File: src/rtl/spc_pkg.sv
// Package: shared types for the speculative cache controller.
// Assumes: nothing beyond IEEE 1800-2017 packed types.
package spc_pkg;

    // Per-line state bits.
    typedef struct packed {
        logic valid;
        logic rd_spec;
        logic wr_spec;
    } line_state_t;

    // Commit walk phases.
    typedef enum logic {
        WALK_IDLE = 1'b0,
        WALK_SCAN = 1'b1
    } walk_state_t;

endpackage

File: src/rtl/spc_line_array.sv
// Module: spc_line_array
// Holds tag, data and speculative state for each direct-mapped line. It applies,
// in priority order: squash flash, commit flash, local access, clean-line drop.
// Assumes: at most one access and one drop per cycle. The caller has already
// refused accesses that would evict a speculative line.
module spc_line_array
    import spc_pkg::*;
#(
    parameter int NUM_LINES = 8,
    parameter int TAG_W     = 9,
    parameter int DATA_W    = 16,
    localparam int IDX_W    = $clog2(NUM_LINES)
) (
    input  logic                              clk,
    input  logic                              rst_n,
    input  logic                              acc_en,
    input  logic                              acc_write,
    input  logic [IDX_W-1:0]                  acc_idx,
    input  logic [TAG_W-1:0]                  acc_tag,
    input  logic [DATA_W-1:0]                 acc_data,
    input  logic                              drop_en,
    input  logic [IDX_W-1:0]                  drop_idx,
    input  logic                              flash_commit,
    input  logic                              flash_squash,
    output line_state_t [NUM_LINES-1:0]       st_o,
    output logic [NUM_LINES-1:0][TAG_W-1:0]   tag_o,
    output logic [NUM_LINES-1:0][DATA_W-1:0]  data_o
);

    for (genvar i = 0; i < NUM_LINES; i++) begin : g_line
        localparam logic [IDX_W-1:0] MY_IDX = IDX_W'(i);

        line_state_t       st_q;
        logic [TAG_W-1:0]  tag_q;
        logic [DATA_W-1:0] data_q;
        logic              acc_here;
        logic              hit_here;

        // Purpose: decode whether this line is addressed and holds the tag.
        always_comb begin
            acc_here = acc_en && (acc_idx == MY_IDX);
            hit_here = st_q.valid && (tag_q == acc_tag);
        end

        // Purpose: update one line's tag, data and speculative bits.
        always_ff @(posedge clk) begin
            if (!rst_n) begin
                st_q   <= '0;
                tag_q  <= '0;
                data_q <= '0;
            end else if (flash_squash) begin
                if (st_q.wr_spec) begin
                    st_q.valid <= 1'b0;
                end
                st_q.rd_spec <= 1'b0;
                st_q.wr_spec <= 1'b0;
            end else if (flash_commit) begin
                st_q.rd_spec <= 1'b0;
                st_q.wr_spec <= 1'b0;
            end else if (acc_here) begin
                if (hit_here) begin
                    if (acc_write) begin
                        st_q.wr_spec <= 1'b1;
                        data_q       <= acc_data;
                    end else begin
                        st_q.rd_spec <= 1'b1;
                    end
                end else begin
                    st_q.valid   <= 1'b1;
                    st_q.rd_spec <= !acc_write;
                    st_q.wr_spec <= acc_write;
                    tag_q        <= acc_tag;
                    data_q       <= acc_write ? acc_data : '0;
                end
            end else if (drop_en && (drop_idx == MY_IDX)) begin
                st_q.valid <= 1'b0;
            end
        end

        assign st_o[i]   = st_q;
        assign tag_o[i]  = tag_q;
        assign data_o[i] = data_q;
    end

endmodule

File: src/rtl/spc_viol_detect.sv
// Module: spc_viol_detect
// Checks each remote invalidation against the local speculative state. It raises
// a sticky violation when an earlier epoch hits a read-speculative line, and
// asks for clean lines to be dropped.
// Assumes: epoch numbers compare as plain unsigned values (no wrap).
module spc_viol_detect
    import spc_pkg::*;
#(
    parameter int NUM_LINES = 8,
    parameter int TAG_W     = 9,
    parameter int EPOCH_W   = 8,
    localparam int IDX_W    = $clog2(NUM_LINES)
) (
    input  logic                             clk,
    input  logic                             rst_n,
    input  logic                             inv_valid,
    input  logic [IDX_W-1:0]                 inv_idx,
    input  logic [TAG_W-1:0]                 inv_tag,
    input  logic [EPOCH_W-1:0]               inv_epoch,
    input  logic [EPOCH_W-1:0]               local_epoch,
    input  line_state_t [NUM_LINES-1:0]      st_i,
    input  logic [NUM_LINES-1:0][TAG_W-1:0]  tag_i,
    input  logic                             squash,
    output logic                             drop_en,
    output logic                             viol_o
);

    line_state_t sel_st;
    logic        inv_hit;
    logic        earlier;
    logic        viol_set;
    logic        viol_q;

    // Purpose: look up the invalidated line and compare the epochs.
    always_comb begin
        sel_st   = st_i[inv_idx];
        inv_hit  = inv_valid && sel_st.valid && (tag_i[inv_idx] == inv_tag);
        earlier  = inv_epoch < local_epoch;
        viol_set = inv_hit && sel_st.rd_spec && earlier;
        drop_en  = inv_hit && !sel_st.rd_spec && !sel_st.wr_spec;
    end

    // Purpose: hold the violation until software squashes the epoch.
    always_ff @(posedge clk) begin
        if (!rst_n) begin
            viol_q <= 1'b0;
        end else if (squash) begin
            viol_q <= 1'b0;
        end else if (viol_set) begin
            viol_q <= 1'b1;
        end
    end

    assign viol_o = viol_q;

endmodule

File: src/rtl/spc_commit_seq.sv
// Module: spc_commit_seq
// Walks every line index once per commit, one index per cycle in ascending
// order. It flags the write-back of written-speculative lines and flashes the
// speculative bits clear at the end of the walk.
// Assumes: squash may arrive at any time and aborts the walk.
module spc_commit_seq
    import spc_pkg::*;
#(
    parameter int NUM_LINES = 8,
    localparam int IDX_W    = $clog2(NUM_LINES),
    localparam logic [IDX_W-1:0] LAST_IDX = IDX_W'(NUM_LINES - 1)
) (
    input  logic                  clk,
    input  logic                  rst_n,
    input  logic                  start,
    input  logic                  squash,
    input  logic [NUM_LINES-1:0]  wr_spec_v,
    output logic                  busy,
    output logic [IDX_W-1:0]      scan_idx,
    output logic                  wb_fire,
    output logic                  flash_commit
);

    walk_state_t      state_q;
    logic [IDX_W-1:0] idx_q;

    // Purpose: advance the walk state and the index.
    always_ff @(posedge clk) begin
        if (!rst_n) begin
            state_q <= WALK_IDLE;
            idx_q   <= '0;
        end else if (squash) begin
            state_q <= WALK_IDLE;
            idx_q   <= '0;
        end else begin
            case (state_q)
                WALK_IDLE: begin
                    if (start) begin
                        state_q <= WALK_SCAN;
                        idx_q   <= '0;
                    end
                end
                WALK_SCAN: begin
                    if (idx_q == LAST_IDX) begin
                        state_q <= WALK_IDLE;
                        idx_q   <= '0;
                    end else begin
                        idx_q <= idx_q + 1'b1;
                    end
                end
                default: state_q <= WALK_IDLE;
            endcase
        end
    end

    // Purpose: decode the write-back strobe and the end-of-walk flash.
    always_comb begin
        busy         = (state_q == WALK_SCAN);
        scan_idx     = idx_q;
        wb_fire      = busy && wr_spec_v[idx_q];
        flash_commit = busy && (idx_q == LAST_IDX) && !squash;
    end

endmodule

File: src/rtl/spec_cache_ctrl.sv
// Module: spec_cache_ctrl (top)
// Speculative data cache controller for one processor. It tracks lines read
// and written speculatively, detects read-after-write violations from remote
// invalidations, buffers stores until commit and discards them on squash.
// Assumes: NUM_LINES is a power of two. The epoch register follows the latest
// accepted access.
module spec_cache_ctrl
    import spc_pkg::*;
#(
    parameter int ADDR_W    = 12,
    parameter int DATA_W    = 16,
    parameter int EPOCH_W   = 8,
    parameter int NUM_LINES = 8,
    localparam int IDX_W    = $clog2(NUM_LINES),
    localparam int TAG_W    = ADDR_W - IDX_W
) (
    input  logic               clk,
    input  logic               rst_n,
    input  logic               req_valid,
    input  logic               req_write,
    input  logic [ADDR_W-1:0]  req_addr,
    input  logic [DATA_W-1:0]  req_wdata,
    input  logic [EPOCH_W-1:0] req_epoch,
    output logic               req_stall,
    input  logic               inv_valid,
    input  logic [ADDR_W-1:0]  inv_addr,
    input  logic [EPOCH_W-1:0] inv_epoch,
    input  logic               cmd_commit,
    input  logic               cmd_squash,
    output logic               commit_busy,
    output logic               wb_valid,
    output logic [ADDR_W-1:0]  wb_addr,
    output logic [DATA_W-1:0]  wb_data,
    output logic               viol_irq
);

    line_state_t [NUM_LINES-1:0]      st;
    logic [NUM_LINES-1:0][TAG_W-1:0]  tags;
    logic [NUM_LINES-1:0][DATA_W-1:0] data;
    logic [NUM_LINES-1:0]             wr_spec_v;

    logic [IDX_W-1:0]   req_idx;
    logic [TAG_W-1:0]   req_tag;
    logic [IDX_W-1:0]   inv_idx;
    logic [TAG_W-1:0]   inv_tag;
    line_state_t        req_line;
    logic               conflict;
    logic               acc_en;
    logic               drop_en;
    logic               flash_commit;
    logic               wb_fire;
    logic [IDX_W-1:0]   scan_idx;
    logic [EPOCH_W-1:0] epoch_q;

    // Purpose: split the addresses into index and tag fields.
    always_comb begin
        req_idx = req_addr[IDX_W-1:0];
        req_tag = req_addr[ADDR_W-1:IDX_W];
        inv_idx = inv_addr[IDX_W-1:0];
        inv_tag = inv_addr[ADDR_W-1:IDX_W];
    end

    // Purpose: gather the written-speculative bits for the commit walk.
    always_comb begin
        for (int i = 0; i < NUM_LINES; i++) begin
            wr_spec_v[i] = st[i].wr_spec;
        end
    end

    // Purpose: refuse accesses that would evict speculative state or race a walk.
    always_comb begin
        req_line  = st[req_idx];
        conflict  = req_line.valid && (req_line.rd_spec || req_line.wr_spec)
                    && (tags[req_idx] != req_tag);
        req_stall = req_valid && (commit_busy || conflict);
        acc_en    = req_valid && !req_stall && !cmd_squash;
    end

    // Purpose: remember the epoch number of the latest accepted access.
    always_ff @(posedge clk) begin
        if (!rst_n) begin
            epoch_q <= '0;
        end else if (acc_en) begin
            epoch_q <= req_epoch;
        end
    end

    spc_line_array #(
        .NUM_LINES (NUM_LINES),
        .TAG_W     (TAG_W),
        .DATA_W    (DATA_W)
    ) u_lines (
        .clk          (clk),
        .rst_n        (rst_n),
        .acc_en       (acc_en),
        .acc_write    (req_write),
        .acc_idx      (req_idx),
        .acc_tag      (req_tag),
        .acc_data     (req_wdata),
        .drop_en      (drop_en),
        .drop_idx     (inv_idx),
        .flash_commit (flash_commit),
        .flash_squash (cmd_squash),
        .st_o         (st),
        .tag_o        (tags),
        .data_o       (data)
    );

    spc_viol_detect #(
        .NUM_LINES (NUM_LINES),
        .TAG_W     (TAG_W),
        .EPOCH_W   (EPOCH_W)
    ) u_viol (
        .clk         (clk),
        .rst_n       (rst_n),
        .inv_valid   (inv_valid),
        .inv_idx     (inv_idx),
        .inv_tag     (inv_tag),
        .inv_epoch   (inv_epoch),
        .local_epoch (epoch_q),
        .st_i        (st),
        .tag_i       (tags),
        .squash      (cmd_squash),
        .drop_en     (drop_en),
        .viol_o      (viol_irq)
    );

    spc_commit_seq #(
        .NUM_LINES (NUM_LINES)
    ) u_walk (
        .clk          (clk),
        .rst_n        (rst_n),
        .start        (cmd_commit),
        .squash       (cmd_squash),
        .wr_spec_v    (wr_spec_v),
        .busy         (commit_busy),
        .scan_idx     (scan_idx),
        .wb_fire      (wb_fire),
        .flash_commit (flash_commit)
    );

    // Purpose: present the visited line at the write-back port.
    always_comb begin
        wb_valid = wb_fire;
        wb_addr  = {tags[scan_idx], scan_idx};
        wb_data  = data[scan_idx];
    end

endmodule

File: config.mk
export PLATFORM = sky130hd
export DESIGN_NAME = spec_cache_ctrl
export DESIGN_NICKNAME = d
export VERILOG_FILES = /design/src/rtl/spc_pkg.sv /design/src/rtl/spc_line_array.sv /design/src/rtl/spc_viol_detect.sv /design/src/rtl/spc_commit_seq.sv /design/src/rtl/spec_cache_ctrl.sv
export SDC_FILE = /design/constraint.sdc
export NUM_CORES = 1
export LEC_CHECK = 0
export BUFFER_PORTS_ARGS = -buffer_cell sky130_fd_sc_hd__buf_2
export CAP_MARGIN = 15
export CORE_MARGIN = 5
export CORE_UTILIZATION = 35
export DETAILED_ROUTE_END_ITERATION = 8
export HOLD_SLACK_MARGIN = 0.06
export PLACE_DENSITY = 0.48
export SETUP_SLACK_MARGIN = 0.15
export SKIP_CTS_REPAIR_TIMING = 1
export SLEW_MARGIN = 20
export SYNTH_ARGS = -nofsm -noshare
export SYNTH_HDL_FRONTEND = slang
export SYNTH_SLANG_ARGS = --single-unit
File: constraint.sdc
create_clock -name clk -period 4.6 [get_ports clk]
set_clock_uncertainty 0.1 [all_clocks]
set_input_delay 0.92 -clock clk [delete_from_list [all_inputs] [get_ports clk]]
set_output_delay 0.92 -clock clk [all_outputs]
set_load 0.05 [all_outputs]
==> flow_metrics.py, run 1 <==
metrics = {
    "run_status": {
        "status": "finished, final reports clean",
    },
    "detailed_routing": {
        "first_pass_iters": 5,
        "postRouteWirelength_um": 41500,
        "viasPerCell": 5.61,
        "drt_iter0_drc": 725,
        "antenna_left": 0,
        "drc": 0,
        "vias": 9935,
        "wl_per_cell_um": 23.5,
    },
    "synthesis": {
        "synthCells": 1222,
        "yosysWarnings": 0,
        "synth-edff-count": 0,
        "synth-seq-cells": 237,
        "synth_top_family_by_area": "multiplexers",
        "synth_ff_type": "dfxtp_1",
        "synth.area.mux_share_pct": 27.0,
        "yosys.area_share.simple_pct": 11.8,
        "synthAdderAreaFrac_pct": 0.895,
        "synth_compound_area_share_pct": 11.6,
        "ys_seq_area_share_pct": 37.7,
        "yosysUniqueCellTypes": 51,
        "synth-xor-area-share_pct": 5.91,
        "synth_area_leaders": "dfxtp_1, mux4_2, mux2i_1, o22ai_1, nand2_1",
        "syn-num-nets": 1294,
        "syn_avg_cell_area_sq_um": 10.3,
        "synth.largest_area_cell": "dfxtp_1",
        "netlist_area_sq_um": 12600,
        "synthArstFlopShare_pct": 0,
        "synth_top_area_share_pct": 37.7,
    },
    "placed_design": {
        "placed_area_sq_um": 13600,
        "hpwl_um": 28400,
        "gp_congestion": 0.875,
        "io_buffers": 94,
        "dp_worst_setup_slack_ps": 151,
    },
    "cells_and_area": {
        "multi_input_area_sq_um": 7220,
        "n_antenna_cell": 0,
        "area_growth_pct": 15.8,
        "post-route-util_pct": 41.0,
        "regArea_sq_um": 4750,
        "fillCellCount": 3467,
        "nNetsFinal": 1360,
        "final_layout_size_suffix_gt1_share_pct": 24.4,
        "final_area_sq_um": 14600,
    },
    "critical_path": {
        "slowest_stage": "mux4_2",
        "endpoint_kind": "output port",
        "path_max_fanout": 20,
        "crit_required_ps": 3580,
        "r2r_slack_ps": 1340,
        "startpoint_type": "input port",
        "worst-r2r-cell-count": 9,
        "path_cells": "clkbuf_4, buf_4, mux4_2, mux2i_1, o41ai_4, buf_4, a21boi_2, buf_2",
        "critical_path_class": "in2out",
        "cpPeakStageDelay_ps": 510,
        "cpMostUsedCell": "buf_4",
        "worstPathArrival_ps": 3280,
    },
    "clock_network": {
        "root_buffer": "clkbuf_16",
        "cts_tree": "done",
        "cts.sinks": 237,
        "cts_htree_levels": 1,
        "clkSlewWorstSetupHoldPaths_ps": 60,
        "cts_buffer_depth": 3,
        "numCtsBuffers": 27,
        "clk_latency_ps": 560,
    },
    "global_routing": {
        "antenna_found_initial": 1,
        "grt_use_total_pct": 20.6,
        "grt_pass1_vias": 9915,
        "grt_first_pass_wirelength_um": 63300,
        "grt_max_degree": 58,
        "overflow": 0,
    },
    "die": {
        "rows": 69,
        "die_x_um": 200,
        "die_h_um": 200,
        "core_sq_um": 35600,
        "die_area_sq_um": 39900,
        "ios": 95,
        "start_util_pct": 35.4,
    },
    "power_and_ir_drop": {
        "power_frac_clock_pct": 48.1,
        "ir_worst_vdd_v": 0.000297,
        "power.total_mw": 4.81,
        "seqPwrFrac_pct": 43.6,
        "cellLeakagePower_nw": 5.36,
        "power.internal_mw": 3.63,
        "switching_share_pct": 24.5,
        "p_switching_mw": 1.18,
        "p_per_area_nw_per_um2": 330,
        "combPwrFrac_pct": 8.3,
    },
    "min_path": {
        "hold_class": "reg2reg",
        "holdPathStages": 2,
    },
    "timing": {
        "setup_ws_ps": 302,
        "drv_slew": 0,
        "maxSlewHeadroom_pct": 36.8,
        "post-route-period-util_pct": 93.4,
        "fmax_mhz": 233,
        "tns_ps": 0,
        "fin_crit_ps": 4300,
        "hold_viol": 0,
        "final-setup-viol-count": 0,
        "worstMarginPinSlew_ps": 948,
        "grt_setup_unrepaired": "false",
    },
    "job": {
        "cap_viol_max_count": 0,
    },
}
-- path summary, 6_finish.rpt --
| path | from | end |
|---|---|---|
| worst max-delay path | req_addr[1] | req_stall |
| worst min-delay path | u_lines.g_line[0].data_q[10] | u_lines.g_line[0].data_q[10] |
| worst max register to register | u_lines.g_line[3].tag_q[8] | u_lines.g_line[3].data_q[5] |
| worst min register to register | u_lines.g_line[0].data_q[10] | u_lines.g_line[0].data_q[10] |
-- registers in the layout, indices dropped and copies added (netlist names) --
register / cells
u_lines.g_line.data_q: 128
u_lines.g_line.tag_q: 72
u_lines.st_o: 24
epoch_q: 8
u_walk.scan_idx: 3
u_viol.viol_o: 1
u_walk.busy: 1
-- cells by family after synthesis --
logic type | Yosys count
multiplexers | 227
AND/OR/NAND/NOR | 297
adder cells (fa/ha/maj) | 9
XOR/XNOR | 85
AO/OA/AOI/OAI | 207
buffers and inverters | 160
flip-flops | 237
-- Yosys cell counts, drive strengths merged, types with 21 or more instances --
cell type  count
buf           46
clkbuf        55
dfxtp        237
inv           59
mux2          36
mux2i        105
mux4          86
nand2        134
nor2          22
nor2b         50
o21ai         21
o22ai         98
o2bb2ai       32
xnor2         48
xor2          37
-- critical path, delay by kind of cell --
kind	cells	cell delay, ps
compound gates	2	290
buf+inv	4	1130
mux	2	910
-- cell usage in the layout (no fill, tap or decap), types with 9 or more instances in the layout --
cell type / instances
xor2_1: 37
nand2_1: 133
mux2_2: 36
a22o_1: 20
dfxtp_1: 234
mux2i_1: 105
clkbuf_16: 27
nor3_1: 9
nor2b_1: 50
or3_1: 9
o21ai_0: 21
ha_1: 9
o22ai_1: 98
buf_4: 42
clkbuf_8: 10
nand4_1: 16
buf_2: 91
xnor2_1: 48
nor4_1: 13
a21oi_1: 15
o2bb2ai_1: 32
nand3_1: 18
nor2_1: 22
mux4_2: 86
inv_1: 59
-- metal layers --
| layer | up-vias | GRT usage (%) | part of all wire [%] |
|---|---|---|---|
| met2 | 329 | 32.4 | 45 |
| met1 | 4931 | 29.8 | 46 |
| met4 | 2 | 4.28 | 2.0 |
| met5 | - | 0 | 0.017 |
| li1 | 4612 | - | - |
| met3 | 61 | 3.84 | 6.9 |
-- per-stage QoR --
stage	std cells	hold WS, ps
detailed placement	1720	341
finish	1770	347
floorplan	1222	326
CTS	1770	350
global route	1770	357
global placement	1720	333
-- layout make-up --
class / instances / area share, %
Multi-Input combinational cell: 825 / 49.5
Timing Repair Buffer: 138 / 5.80
Clock inverter: 8 / 0.910
Clock buffer: 42 / 5.71
Inverter: 59 / 1.52
Tap cell: 461 / 3.96
Sequential cell: 237 / 32.6
-- power by group through the flow --
stage	Sequential, mW	Clock [mW]	Combinational (mW)
after global placement	2.14	0	0.401
after detailed placement	2.14	0	0.402
after CTS	2.10	2.36	0.403
final	2.10	2.31	0.400
after global routing	2.10	2.45	0.435
after floorplan	2.13	0	0.273
(Power assumes the default switching activity.)
==> inputs of run 2 (changes only) <==
Settings changed: BUFFER_PORTS_ARGS -buffer_cell sky130_fd_sc_hd__buf_2 to -buffer_cell sky130_fd_sc_hd__clkbuf_2.
==> run 2 against run 1 <==
Compared with the run above:
- total power fell by 4.0%
- utilization shrank 0.42 points
- critical endpoint unchanged
- via count grew 0.29%
- largest power group unchanged
- non-clock buffer count down 6
- worst hold slack gained 2.4 ps
- cell count decreased by 0.56%
- fmax rose by 1.1%
- register-to-register slack hardly changed
- routed wire length is 0.86% lower
- sequential power barely moved
==> flow_metrics.py, run 2 (synthesis gave the netlist of run 1 again) <==
metrics = {
    "critical_path": {
        "startpoint_type": "input port",
        "startpoint": "req_addr[0]",
        "endpoint_kind": "output port",
        "critical_path_class": "in2out",
        "path_max_fanout": 14,
        "r2r_start": "u_lines.g_line[0].tag_q[8]",
        "crit_required_ps": 3580,
        "worstPathArrival_ps": 3230,
    },
    "cells_and_area": {
        "regArea_sq_um": 4750,
        "multi_input_area_sq_um": 7220,
        "final_cell_mix": "dfxtp_1, nand2_1, mux2i_1",
        "area_growth_pct": 14.7,
        "post-route-util_pct": 40.6,
        "nNetsFinal": 1354,
        "final_common_cell": "dfxtp_1",
        "final_layout_size_suffix_gt1_share_pct": 23.5,
        "fin_cells": 1760,
        "top_register": "u_lines.g_line.data_q",
        "fillCellCount": 3511,
        "largest_register_ffs": 128,
    },
    "min_path": {
        "worstHoldStart": "u_lines.g_line[0].data_q[6]",
        "hold_class": "reg2reg",
    },
    "clock_network": {
        "numCtsBuffers": 27,
        "clkSlewWorstSetupHoldPaths_ps": 60,
        "clk_latency_ps": 550,
        "cts_buffer_depth": 3,
        "root_buffer": "clkbuf_16",
        "cts_tree": "done",
        "cts_htree_levels": 1,
        "cts.sinks": 237,
    },
    "detailed_routing": {
        "wl_per_cell_um": 23.4,
        "drt_iter0_drc": 793,
        "viasPerCell": 5.66,
        "first_pass_iters": 5,
        "postRouteWirelength_um": 41200,
        "vias": 9964,
        "antenna_left": 0,
        "drc": 0,
    },
    "placed_design": {
        "io_buffers": 94,
        "hpwl_um": 28100,
        "dp_worst_setup_slack_ps": 299,
        "dp_cells": 1714,
        "gp_congestion": 0.873,
    },
    "run_status": {
        "status": "finished, final reports clean",
    },
    "timing": {
        "drv_slew": 0,
        "hold_viol": 0,
        "fin_crit_ps": 4250,
        "setup_ws_ps": 350,
        "grt_setup_unrepaired": "false",
        "tns_ps": 0,
        "post-route-period-util_pct": 92.4,
        "fmax_mhz": 235,
        "maxSlewHeadroom_pct": 27.5,
        "worstMarginPinSlew_ps": 1090,
        "final-setup-viol-count": 0,
    },
    "global_routing": {
        "grt_use_total_pct": 20.2,
        "grt_max_degree": 67,
        "antenna_found_initial": 2,
        "overflow": 0,
        "grt_first_pass_wirelength_um": 62500,
        "grt_pass1_vias": 9914,
    },
    "die": {
        "rows": 69,
        "die_h_um": 200,
        "core_sq_um": 35600,
        "die_x_um": 200,
        "die_area_sq_um": 39900,
        "ios": 95,
        "start_util_pct": 35.4,
    },
    "power_and_ir_drop": {
        "p_per_area_nw_per_um2": 320,
        "ir_worst_vdd_v": 0.000310,
        "cellLeakagePower_nw": 5.25,
    },
    "job": {
        "cap_viol_max_count": 0,
    },
}
run 2: area by class of cell:
class	count	share of cell area [%]
Multi-Input combinational cell	825	50.0
Sequential cell	237	32.9
Timing Repair Buffer	132	5.51
Clock buffer	39	5.28
Tap cell	461	4.00
Inverter	59	1.53
Clock inverter	6	0.685
Antenna cell	1	0.0173
run 2: worst max-delay path, cell delays in order:
cell and delay, ps:
clkbuf_2 340, buf_4 280, mux4_2 320, mux2i_1 180, xor2_1 180, nand2_1 100, o41ai_4 290, buf_4 260
a21boi_2 70, clkbuf_2 240
run 2: path summary, 6_finish.rpt:
check,cells past startpoint,to,slack [ps]
worst min-delay path,2,u_lines.g_line[0].data_q[6],350
worst max register to register,9,u_lines.g_line[7].data_q[9],1340
worst max-delay path,10,req_stall,350
worst min register to register,2,u_lines.g_line[0].data_q[6],350
run 2: where the power goes:
group	switching [mW]	total [mW]	internal [mW]
logic	0.252	0.401	0.149
registers	0.0257	2.10	2.07
clock network	0.863	2.12	1.26
total	1.14	4.62	3.48
run 2: stage by stage:
step,hold WS [ps],power (mW),area [sq um]
2_1_floorplan,326,2.41,12600
3_3_place_gp,333,2.54,13600
3_5_place_dp,341,2.54,13600
4_1_cts,350,4.69,14400
5_1_grt,365,4.79,14400
6_report,349,4.62,14400
run 2: metal layers:
layer | GRT usage [%] | part of all wire (%) | up-vias
met5 | 0 | 0.029 | -
met4 | 4.60 | 2.4 | 2
met3 | 4.00 | 6.4 | 68
met2 | 31.5 | 45 | 328
met1 | 29.2 | 46 | 4957
li1 | - | - | 4609
